$ cat config.mk
export PLATFORM = sky130hd
export DESIGN_NAME = i2c_cond_gen
export DESIGN_NICKNAME = d
export VERILOG_FILES = /design/src/rtl/i2c_cond_pkg.sv /design/src/rtl/i2c_sync.sv /design/src/rtl/i2c_bus_mon.sv /design/src/rtl/i2c_cond_seq.sv /design/src/rtl/i2c_cond_gen.sv
export SDC_FILE = /design/constraint.sdc
export NUM_CORES = 1
export LEC_CHECK = 0
export BUFFER_PORTS_ARGS = -buffer_cell sky130_fd_sc_hd__buf_4
export CORE_MARGIN = 2
export CORE_UTILIZATION = 61
export CTS_CLUSTER_SIZE = 20
export DETAILED_ROUTE_END_ITERATION = 8
export PLACE_DENSITY = 0.95
export SLEW_MARGIN = 25
export SYNTH_ARGS = -nofsm -noshare
export SYNTH_HDL_FRONTEND = slang
export SYNTH_SLANG_ARGS = --single-unit
$ cat constraint.sdc
create_clock -name clk -period 3.4 [get_ports clk]
set_clock_uncertainty 0.15 [all_clocks]
set_input_delay 0.17 -clock clk [delete_from_list [all_inputs] [get_ports clk]]
set_output_delay 0.17 -clock clk [all_outputs]
set_load 0.005 [all_outputs]
$ cat src/rtl/i2c_cond_pkg.sv
package i2c_cond_pkg;

    localparam int unsigned CNT_W = 8;

    typedef enum logic [3:0] {
        SQ_IDLE,
        SQ_ST_HOLD,
        SQ_R_REL,
        SQ_R_WAIT_HI,
        SQ_R_SETUP,
        SQ_R_HOLD,
        SQ_WAIT_LO,
        SQ_LOW
    } seq_state_e;

    typedef struct packed {
        logic scl;
        logic sda;
    } pin_pair_t;

    function automatic logic [CNT_W-1:0] clamp_min1(input logic [CNT_W-1:0] v);
        return (v == '0) ? CNT_W'(1) : v;
    endfunction

endpackage

$ cat src/rtl/i2c_sync.sv
module i2c_sync #(
    parameter int unsigned STAGES = 2,
    parameter int unsigned W      = 2
) (
    input  logic         clk,
    input  logic         rst,
    input  logic [W-1:0] d,
    output logic [W-1:0] q
);
    logic [W-1:0] chain [STAGES];

    always_ff @(posedge clk) begin
        if (rst) chain[0] <= '1;
        else     chain[0] <= d;
    end

    for (genvar i = 1; i < STAGES; i++) begin : g_stage
        always_ff @(posedge clk) begin
            if (rst) chain[i] <= '1;
            else     chain[i] <= chain[i-1];
        end
    end

    assign q = chain[STAGES-1];
endmodule

$ cat src/rtl/i2c_bus_mon.sv
module i2c_bus_mon
    import i2c_cond_pkg::*;
(
    input  logic      clk,
    input  logic      rst,
    input  pin_pair_t lvl,
    output logic      busy
);
    pin_pair_t prev;
    logic      cond_s, cond_p;

    assign cond_s = prev.scl & lvl.scl & prev.sda & ~lvl.sda;
    assign cond_p = prev.scl & lvl.scl & ~prev.sda & lvl.sda;

    always_ff @(posedge clk) begin
        if (rst) begin
            prev <= '{scl: 1'b1, sda: 1'b1};
            busy <= 1'b0;
        end else begin
            prev <= lvl;
            if (cond_s)      busy <= 1'b1;
            else if (cond_p) busy <= 1'b0;
        end
    end


    busy_set_chk: assert property (@(posedge clk) disable iff (rst)
        $rose(busy) |-> ($past(lvl.sda) == 1'b0 && $past(lvl.scl) == 1'b1));


    busy_clr_chk: assert property (@(posedge clk) disable iff (rst)
        $fell(busy) |-> ($past(lvl.sda) == 1'b1 && $past(lvl.scl) == 1'b1));
endmodule

$ cat src/rtl/i2c_cond_seq.sv
module i2c_cond_seq
    import i2c_cond_pkg::*;
#(
    parameter int unsigned START_HOLD = 4,
    parameter int unsigned RS_SETUP   = 5,
    parameter int unsigned RS_HOLD    = 4
) (
    input  logic             clk,
    input  logic             rst,
    input  logic             start_req,
    input  logic             restart_req,
    input  logic [CNT_W-1:0] hi_cnt,
    input  logic [CNT_W-1:0] lo_cnt,
    input  pin_pair_t        lvl,
    input  logic             busy_i,
    output logic             scl_oe,
    output logic             sda_oe,
    output logic             master_o,
    output logic             tx_mode_o,
    output logic             done_o
);
    localparam int unsigned EXTRA_A = (START_HOLD > RS_SETUP) ? START_HOLD : RS_SETUP;
    localparam int unsigned EXTRA   = (EXTRA_A > RS_HOLD) ? EXTRA_A : RS_HOLD;
    localparam int unsigned TMR_W   = $clog2((1 << CNT_W) + EXTRA + 1);

    seq_state_e       state;
    logic [TMR_W-1:0] tmr;
    logic [TMR_W-1:0] hi_t, lo_t;
    logic             st_pend, rs_pend, is_rs, tmr_last;

    assign hi_t     = TMR_W'(clamp_min1(hi_cnt));
    assign lo_t     = TMR_W'(clamp_min1(lo_cnt));
    assign tmr_last = (tmr == TMR_W'(1));

    always_ff @(posedge clk) begin
        if (rst) begin
            state     <= SQ_IDLE;
            tmr       <= '0;
            sda_oe    <= 1'b0;
            scl_oe    <= 1'b0;
            st_pend   <= 1'b0;
            rs_pend   <= 1'b0;
            is_rs     <= 1'b0;
            master_o  <= 1'b0;
            tx_mode_o <= 1'b0;
            done_o    <= 1'b0;
        end else begin
            done_o <= 1'b0;
            if (tmr != '0) tmr <= tmr - TMR_W'(1);
            case (state)
                SQ_IDLE: begin
                    if (rs_pend) begin
                        if (busy_i && master_o) begin
                            state  <= SQ_R_REL;
                            is_rs  <= 1'b1;
                            sda_oe <= 1'b0;
                            tmr    <= lo_t;
                        end else begin
                            rs_pend <= 1'b0;
                        end
                    end else if (st_pend && !busy_i) begin
                        state  <= SQ_ST_HOLD;
                        is_rs  <= 1'b0;
                        sda_oe <= 1'b1;
                        tmr    <= hi_t + TMR_W'(START_HOLD);
                    end
                end
                SQ_ST_HOLD: begin
                    if (tmr_last) begin
                        scl_oe <= 1'b1;
                        state  <= SQ_WAIT_LO;
                    end
                end
                SQ_R_REL: begin
                    if (tmr_last) begin
                        scl_oe <= 1'b0;
                        state  <= SQ_R_WAIT_HI;
                    end
                end
                SQ_R_WAIT_HI: begin
                    if (lvl.scl) begin
                        state <= SQ_R_SETUP;
                        tmr   <= lo_t + TMR_W'(RS_SETUP);
                    end
                end
                SQ_R_SETUP: begin
                    if (tmr_last) begin
                        sda_oe <= 1'b1;
                        state  <= SQ_R_HOLD;
                        tmr    <= hi_t + TMR_W'(RS_HOLD);
                    end
                end
                SQ_R_HOLD: begin
                    if (tmr_last) begin
                        scl_oe <= 1'b1;
                        state  <= SQ_WAIT_LO;
                    end
                end
                SQ_WAIT_LO: begin
                    if (!lvl.scl) begin
                        state <= SQ_LOW;
                        tmr   <= lo_t;
                    end
                end
                SQ_LOW: begin
                    if (tmr_last) begin
                        state     <= SQ_IDLE;
                        done_o    <= 1'b1;
                        master_o  <= 1'b1;
                        tx_mode_o <= 1'b1;
                        if (is_rs) rs_pend <= 1'b0;
                        else       st_pend <= 1'b0;
                    end
                end
                default: state <= SQ_IDLE;
            endcase
            if (start_req)   st_pend <= 1'b1;
            if (restart_req) rs_pend <= 1'b1;
        end
    end


    done_pulse_chk: assert property (@(posedge clk) disable iff (rst)
        done_o |=> !done_o);


    done_flags_chk: assert property (@(posedge clk) disable iff (rst)
        done_o |-> (master_o && tx_mode_o));


    scl_after_sda_chk: assert property (@(posedge clk) disable iff (rst)
        $rose(scl_oe) |-> sda_oe);


    start_when_free_chk: assert property (@(posedge clk) disable iff (rst)
        (state == SQ_ST_HOLD && $past(state) == SQ_IDLE) |-> !$past(busy_i));


    restart_qual_chk: assert property (@(posedge clk) disable iff (rst)
        (state == SQ_R_REL && $past(state) == SQ_IDLE) |-> $past(busy_i && master_o));


    stall_lo_chk: assert property (@(posedge clk) disable iff (rst)
        (state == SQ_WAIT_LO && lvl.scl) |=> (state == SQ_WAIT_LO));


    stall_hi_chk: assert property (@(posedge clk) disable iff (rst)
        (state == SQ_R_WAIT_HI && !lvl.scl) |=> (state == SQ_R_WAIT_HI && $stable(sda_oe)));
endmodule

$ cat src/rtl/i2c_cond_gen.sv
module i2c_cond_gen
    import i2c_cond_pkg::*;
#(
    parameter int unsigned START_HOLD  = 4,
    parameter int unsigned RS_SETUP    = 5,
    parameter int unsigned RS_HOLD     = 4,
    parameter int unsigned SYNC_STAGES = 2
) (
    input  logic             clk,
    input  logic             rst,
    input  logic             start_req_i,
    input  logic             restart_req_i,
    input  logic [CNT_W-1:0] hi_cnt_i,
    input  logic [CNT_W-1:0] lo_cnt_i,
    input  logic             scl_i,
    input  logic             sda_i,
    output logic             scl_oe_o,
    output logic             sda_oe_o,
    output logic             busy_o,
    output logic             master_o,
    output logic             tx_mode_o,
    output logic             done_o
);
    pin_pair_t raw_lvl, sync_lvl;

    assign raw_lvl = '{scl: scl_i, sda: sda_i};

    i2c_sync #(.STAGES(SYNC_STAGES), .W(2)) u_sync (
        .clk (clk),
        .rst (rst),
        .d   (raw_lvl),
        .q   (sync_lvl)
    );

    i2c_bus_mon u_mon (
        .clk  (clk),
        .rst  (rst),
        .lvl  (sync_lvl),
        .busy (busy_o)
    );

    i2c_cond_seq #(
        .START_HOLD (START_HOLD),
        .RS_SETUP   (RS_SETUP),
        .RS_HOLD    (RS_HOLD)
    ) u_seq (
        .clk         (clk),
        .rst         (rst),
        .start_req   (start_req_i),
        .restart_req (restart_req_i),
        .hi_cnt      (hi_cnt_i),
        .lo_cnt      (lo_cnt_i),
        .lvl         (sync_lvl),
        .busy_i      (busy_o),
        .scl_oe      (scl_oe_o),
        .sda_oe      (sda_oe_o),
        .master_o    (master_o),
        .tx_mode_o   (tx_mode_o),
        .done_o      (done_o)
    );
endmodule

== Word level (Yosys, flattened, before mapping) ==
Memory sizes are Yosys's and may differ from the RTL's.
Index checks and enable logic that the tools add are counted.
Cells by class
  add/subtract/negate cells: 3
  equal/unequal tests: 20
  muxes and demuxes: 48
  bitwise operators: 10
  reduce and logical (&&, ||, !) cells: 23
Operator list (count)
  $mux 9: 7
  $mux 4: 9
  $pmux 9 s4: 1
  $pmux 4 s7: 1
  $mux 1: 23
  $add 8x3->9 const B: 2
  $eq 4x3->1 const B: 4
  $logic_not 8->1: 2
  $mux 8: 2
  $reduce_and 3->1: 4
  $reduce_bool 2->1: 6
  $eq 9x1->1 const B: 1
  $reduce_bool 9->1: 1
  $sub 9x1->9 const B: 1
  $eq 4x2->1 const B: 2
  $ne 2x1->1 const B: 4
  $ne 2x2->1 const B: 4
  $reduce_and 8->1: 1
  $ne 3x2->1 const B: 2
  $pmux 1 s2: 3
  $and 1x1->1: 5
  $eq 4x1->1 const B: 1
  $logic_not 4->1: 1
  $mux 2: 2
  10 further kinds: 15
Storage, ports and cells
  register bits: 23
  memory bits (writable): 4
  input port bits: 22
  output and inout port bits: 6
  logic and storage cells: 117
  memories kept: 1
Memory list
  u_sync.chain: depth 2, bits a word 2, read ports 2, clocked after memory_dff 0, write ports 2, RTL line i2c_sync.sv:10  | logic [W-1:0] chain [STAGES];

== Logic depth before layout (Yosys ltp) ==
  word-level depth: 6
  gate-level depth with buffers: 8
  depth with buffers taken out: 7

== Modules after synthesis ==
From an unflattened synthesis, not the netlist that was laid out.
Second synthesis, totals
  cell total of the unflattened synthesis: 247
  area, all modules: 1924.3 sq um
By module, submodules not included
  i2c_cond_seq: instances 1, cells each 229, area an instance 1719.1 sq um
  i2c_sync: instances 1, cells each 8, area an instance 105.1 sq um
  i2c_bus_mon: instances 1, cells each 10, area an instance 100.1 sq um

== Worst setup path before layout ==
Ideal clock, no wire load.
  path kind: reg-to-reg
  start point: register u_seq.tmr[5]
  end point: register u_seq.tmr[0]
  setup time: 0.128 ns
  data arrival time: 1.744 ns
  slack: 1.378 ns
  stages on the path, launching flop included: 6
  path buffers: 0
  period minus slack after synthesis: 2.022 ns
  cells stage by stage: dfxtp_1 or4_4 or3_4 xnor2_1 a221oi_1 nor2_1
Between the ends
  cells in the longest elaborated chain, start to end: 5
RTL lines
  from (decl): RTL line i2c_cond_seq.sv:27  | logic [TMR_W-1:0] tmr;
  from (signal assigned): RTL line i2c_cond_seq.sv:49  | if (tmr != '0) tmr <= tmr - TMR_W'(1);
  from (signal assigned): RTL line i2c_cond_seq.sv:57  | tmr <= lo_t;
  from (signal assigned): RTL line i2c_cond_seq.sv:65  | tmr <= hi_t + TMR_W'(START_HOLD);
  $reduce_bool 9->1: RTL line i2c_cond_seq.sv:49
  $mux 9: RTL line i2c_cond_seq.sv:49
  $mux 9 (on tied branches): RTL line i2c_cond_seq.sv:61, i2c_cond_seq.sv:53
  $mux 9: RTL line i2c_cond_seq.sv:52  | if (rs_pend) begin
  $pmux 9 s4 *: RTL line i2c_cond_seq.sv:50  | case (state)
Mark *: on every way between the ends. The rest lies on a longest branch, timed or not.
A chain may end at the register's enable or synchronous reset.

== Worst setup path in the final report ==
  start point: register u_seq.tmr[1]
  end point: register u_seq.tmr[6]
Between the ends
  cells in the longest elaborated chain, start to end: 5
RTL lines (RTL line)
  $sub 9x1->9 or $reduce_bool 9->1 (tied branches): i2c_cond_seq.sv:49
  $mux 9: i2c_cond_seq.sv:49
  $mux 9 (on tied branches): i2c_cond_seq.sv:61, i2c_cond_seq.sv:53
  $mux 9: i2c_cond_seq.sv:52
  $pmux 9 s4 *: i2c_cond_seq.sv:50
Marked as above.

==> reports/metrics.yaml <==
grt_pass1_wl_mm: 7.362
ys_ff_latch: 26
die_height_um: 57.91
drive_gt1_share_pct: 19.52
ctsResizeCount: 0
drc: 0
synthToLayoutAreaGrowth_pct: 16.23
reg2reg_depth: 7
dp_hpwl_mm: 3.157
routabilityCongestion: 0.8853
grt_usage_pct: 27.90
max-clock-path-buffers: 2
cp.depth: 7
fin_crit_ps: 2240
cts_tree: "yes"
finalPower_mw: 1.404
clk_latency_ps: 330
post-cts-setup-buffer-count: 0
grt_max_degree: 28
antenna_found_initial: 0
std_cell_rows: 19
drt-initial-drc-count: 149
port-buffer-count: 27
powerDensity_nw_per_um2: 681.5
timing.critical_path.to: "u_seq.tmr[6]$_SDFF_PP0_"
final_cells: 282
dieArea_um2: 3354
ys_async_sr_fraction_pct: 0
post-synth-top-count-cell: "dfxtp_1"
period_share_pct: 65.87
ir_drop_v: 0.0005828
synthDistinctLibCells: 56
grt_setup_unrepaired: "no"
synth_warnings: 0
r2r-start: "u_seq.tmr[1]$_SDFF_PP0_"
tns_ps: 0
fin_nets: 278
worstSetupPathType: "reg -> reg"
yosysTopAreaCellShare_pct: 29.36
cp.arrival_ps: 2330
n_antenna_cell: 0
tightest_slew_ps: 621.2
critPathMaxStageDelay_ps: 490
cap_violations: 0
critPathSlowestCell: "or4b_1"
grt_pass1_vias: 1553
synth_top_cells_by_area: "dfxtp_1 (29%), a21oi_1 (5.1%), nor2_1 (4.7%)"
synth_nets: 252
postCtsHoldBufs: 5
postRouteAntennaNets: 0
endpoint_kind: "flop"
status: "completed"
pin_count: 28
maxSlewViolCount: 0
rrSetupSlack_ps: 1160
clk_pin_slew_ps: 160
start_kind: "flop"
wl_per_cell_um: 15.86
timing.slew.headroom_pct: 58.27
detail_route.wirelength_mm: 4.472
crit_required_ps: 3490
fin_hold_ws_ps: 12.45
worstPathMaxFanout: 8
synth-main-ff-cell: "dfxtp_1"
yosysSeqAreaShare_pct: 29.36
drtPass1Iterations: 7
hold_viol: 0
netlist_area_um2: 1773
synth_edf_count: 0
critPathLaunch: "u_seq.tmr[1]$_SDFF_PP0_"
clock_sinks: 26
crit_buf_inv: 1
setup_viol: 0
synth_commonest_cells: "dfxtp_1 (26), nor2_1 (22), a21oi_1 (18)"
via_per_inst: 6.404
p_leak_nw: 0.8298
syn-mean-instance-area_um2: 7.845
core_um2: 2758
post-route-util_pct: 74.73
numCtsBuffers: 3
path_cells: "inv_1 -> ha_1 -> or4b_1 -> o21ai_1 -> o211ai_2 -> a221oi_1 -> a21oi_1"
fmax_mhz: 446.5
via_count: 1806
cts-root-buf: "clkbuf_4"
yosysTopAreaCell: "dfxtp_1"
timing.rr.end: "u_seq.tmr[6]$_SDFF_PP0_"
min-delay-path-class: "in -> reg"
dpl.cell_count: 273
h-tree-depth: 1
start_util_pct: 64.29
netlist_instances: 226
die_w_um: 57.91
grt-ovfl-total: 0
crit_family: "compound AO/OA/AOI/OAI gates"
## logic make-up (layout without fill, tap and decap cells)
group / after synthesis / after routing / share of synthesized area (%)
and+or+nand+nor: 96 / 96 / 30.28
buffers and inverters: 19 / 44 / 4.869
muxes: 3 / 3 / 1.835
DFF: 26 / 26 / 29.36
AOI/OAI and AO/OA: 70 / 70 / 26.89
xor gates and xnor gates: 8 / 8 / 3.952
adders and majority gates: 4 / 4 / 2.823
## stage by stage
stage	worst slack, ps	area (µm²)
5_1_grt	1111	2061
3_3_place_gp	1301	1958
3_5_place_dp	1254	1958
2_1_floorplan	1378	1773
4_1_cts	1215	2061
6_report	1160	2061
## per-layer routing
layer	part of all wire [%]	vias to the layer above	track usage (%)
met2	47	95	44.16
met5	0	-	0
met4	1.4	0	5.980
met1	44	810	40.56
li1	-	891	-
met3	8.3	10	4.018
## worst min-delay path by stage
stage,depth (start not counted),endpoint,from,slack [ps]
4_1_cts,3,u_seq.tmr[1]$_SDFF_PP0_,hi_cnt_i[1],20
6_report,3,u_seq.tmr[1]$_SDFF_PP0_,hi_cnt_i[1],10
2_1_floorplan,1,u_sync.chain[0][0]$_SDFF_PP1_,sda_i,120
3_3_place_gp,2,u_sync.chain[0][1]$_SDFF_PP1_,scl_i,200
3_5_place_dp,2,u_sync.chain[0][1]$_SDFF_PP1_,scl_i,210
5_1_grt,3,u_seq.tmr[1]$_SDFF_PP0_,hi_cnt_i[1],20
## power breakdown
group	total, mW	internal, mW	switching, mW	leakage (nW)
Sequential	0.468	0.366	0.102	0.213
Clock	0.216	0.119	0.0972	0.0279
Combinational	0.720	0.332	0.388	0.588
Total	1.40	0.817	0.587	0.830
## cells in the final DEF (no fill, tap or decap), types with 4 or more instances in the layout
master	synthesis	layout
buf_4	1	27
dfxtp_1	26	26
nor2_1	22	22
a21oi_1	18	18
nand2_1	16	16
o21ai_0	14	14
inv_1	8	8
nor3_1	7	7
or2_2	7	7
xnor2_1	6	6
a221oi_1	6	6
and3_1	5	5
dlygate4sd3_1	0	5
nand2b_1	4	4
nor4_1	4	4
and2_1	4	4
nand3_1	4	4
a31oi_1	4	4
ha_1	4	4
## worst reg2reg max path, cell delays in order (launching register included)
cell,delay [ps]
dfxtp_1,350
inv_1,80
ha_1,150
or4b_1,490
o21ai_1,230
o211ai_2,250
a221oi_1,340
a21oi_1,100
## sequential cells by signal, summed over array words and instances (netlist names)
| name | count |
|---|---|
| u_seq.st_pend | 1 |
| u_seq.done_o | 1 |
| u_seq.sda_oe | 1 |
| u_seq.state | 3 |
| u_mon.busy | 1 |
| u_seq.tmr | 9 |
| u_seq.scl_oe | 1 |
| u_seq.rs_pend | 1 |
| u_mon.prev | 2 |
| u_seq.is_rs | 1 |
| u_sync.chain | 4 |
| u_seq.master_o | 1 |
## cell type report
type | count | area, µm²
multi-input cells | 181 | 1166
fillers | 195 | 696.9
flip-flops and latches | 26 | 520.5
repair buffers | 32 | 252.7
well taps | 31 | 38.79
clock inverters | 1 | 30.03
inverters | 8 | 30.03
clock buffers | 3 | 22.52
(Power assumes the default switching activity.)
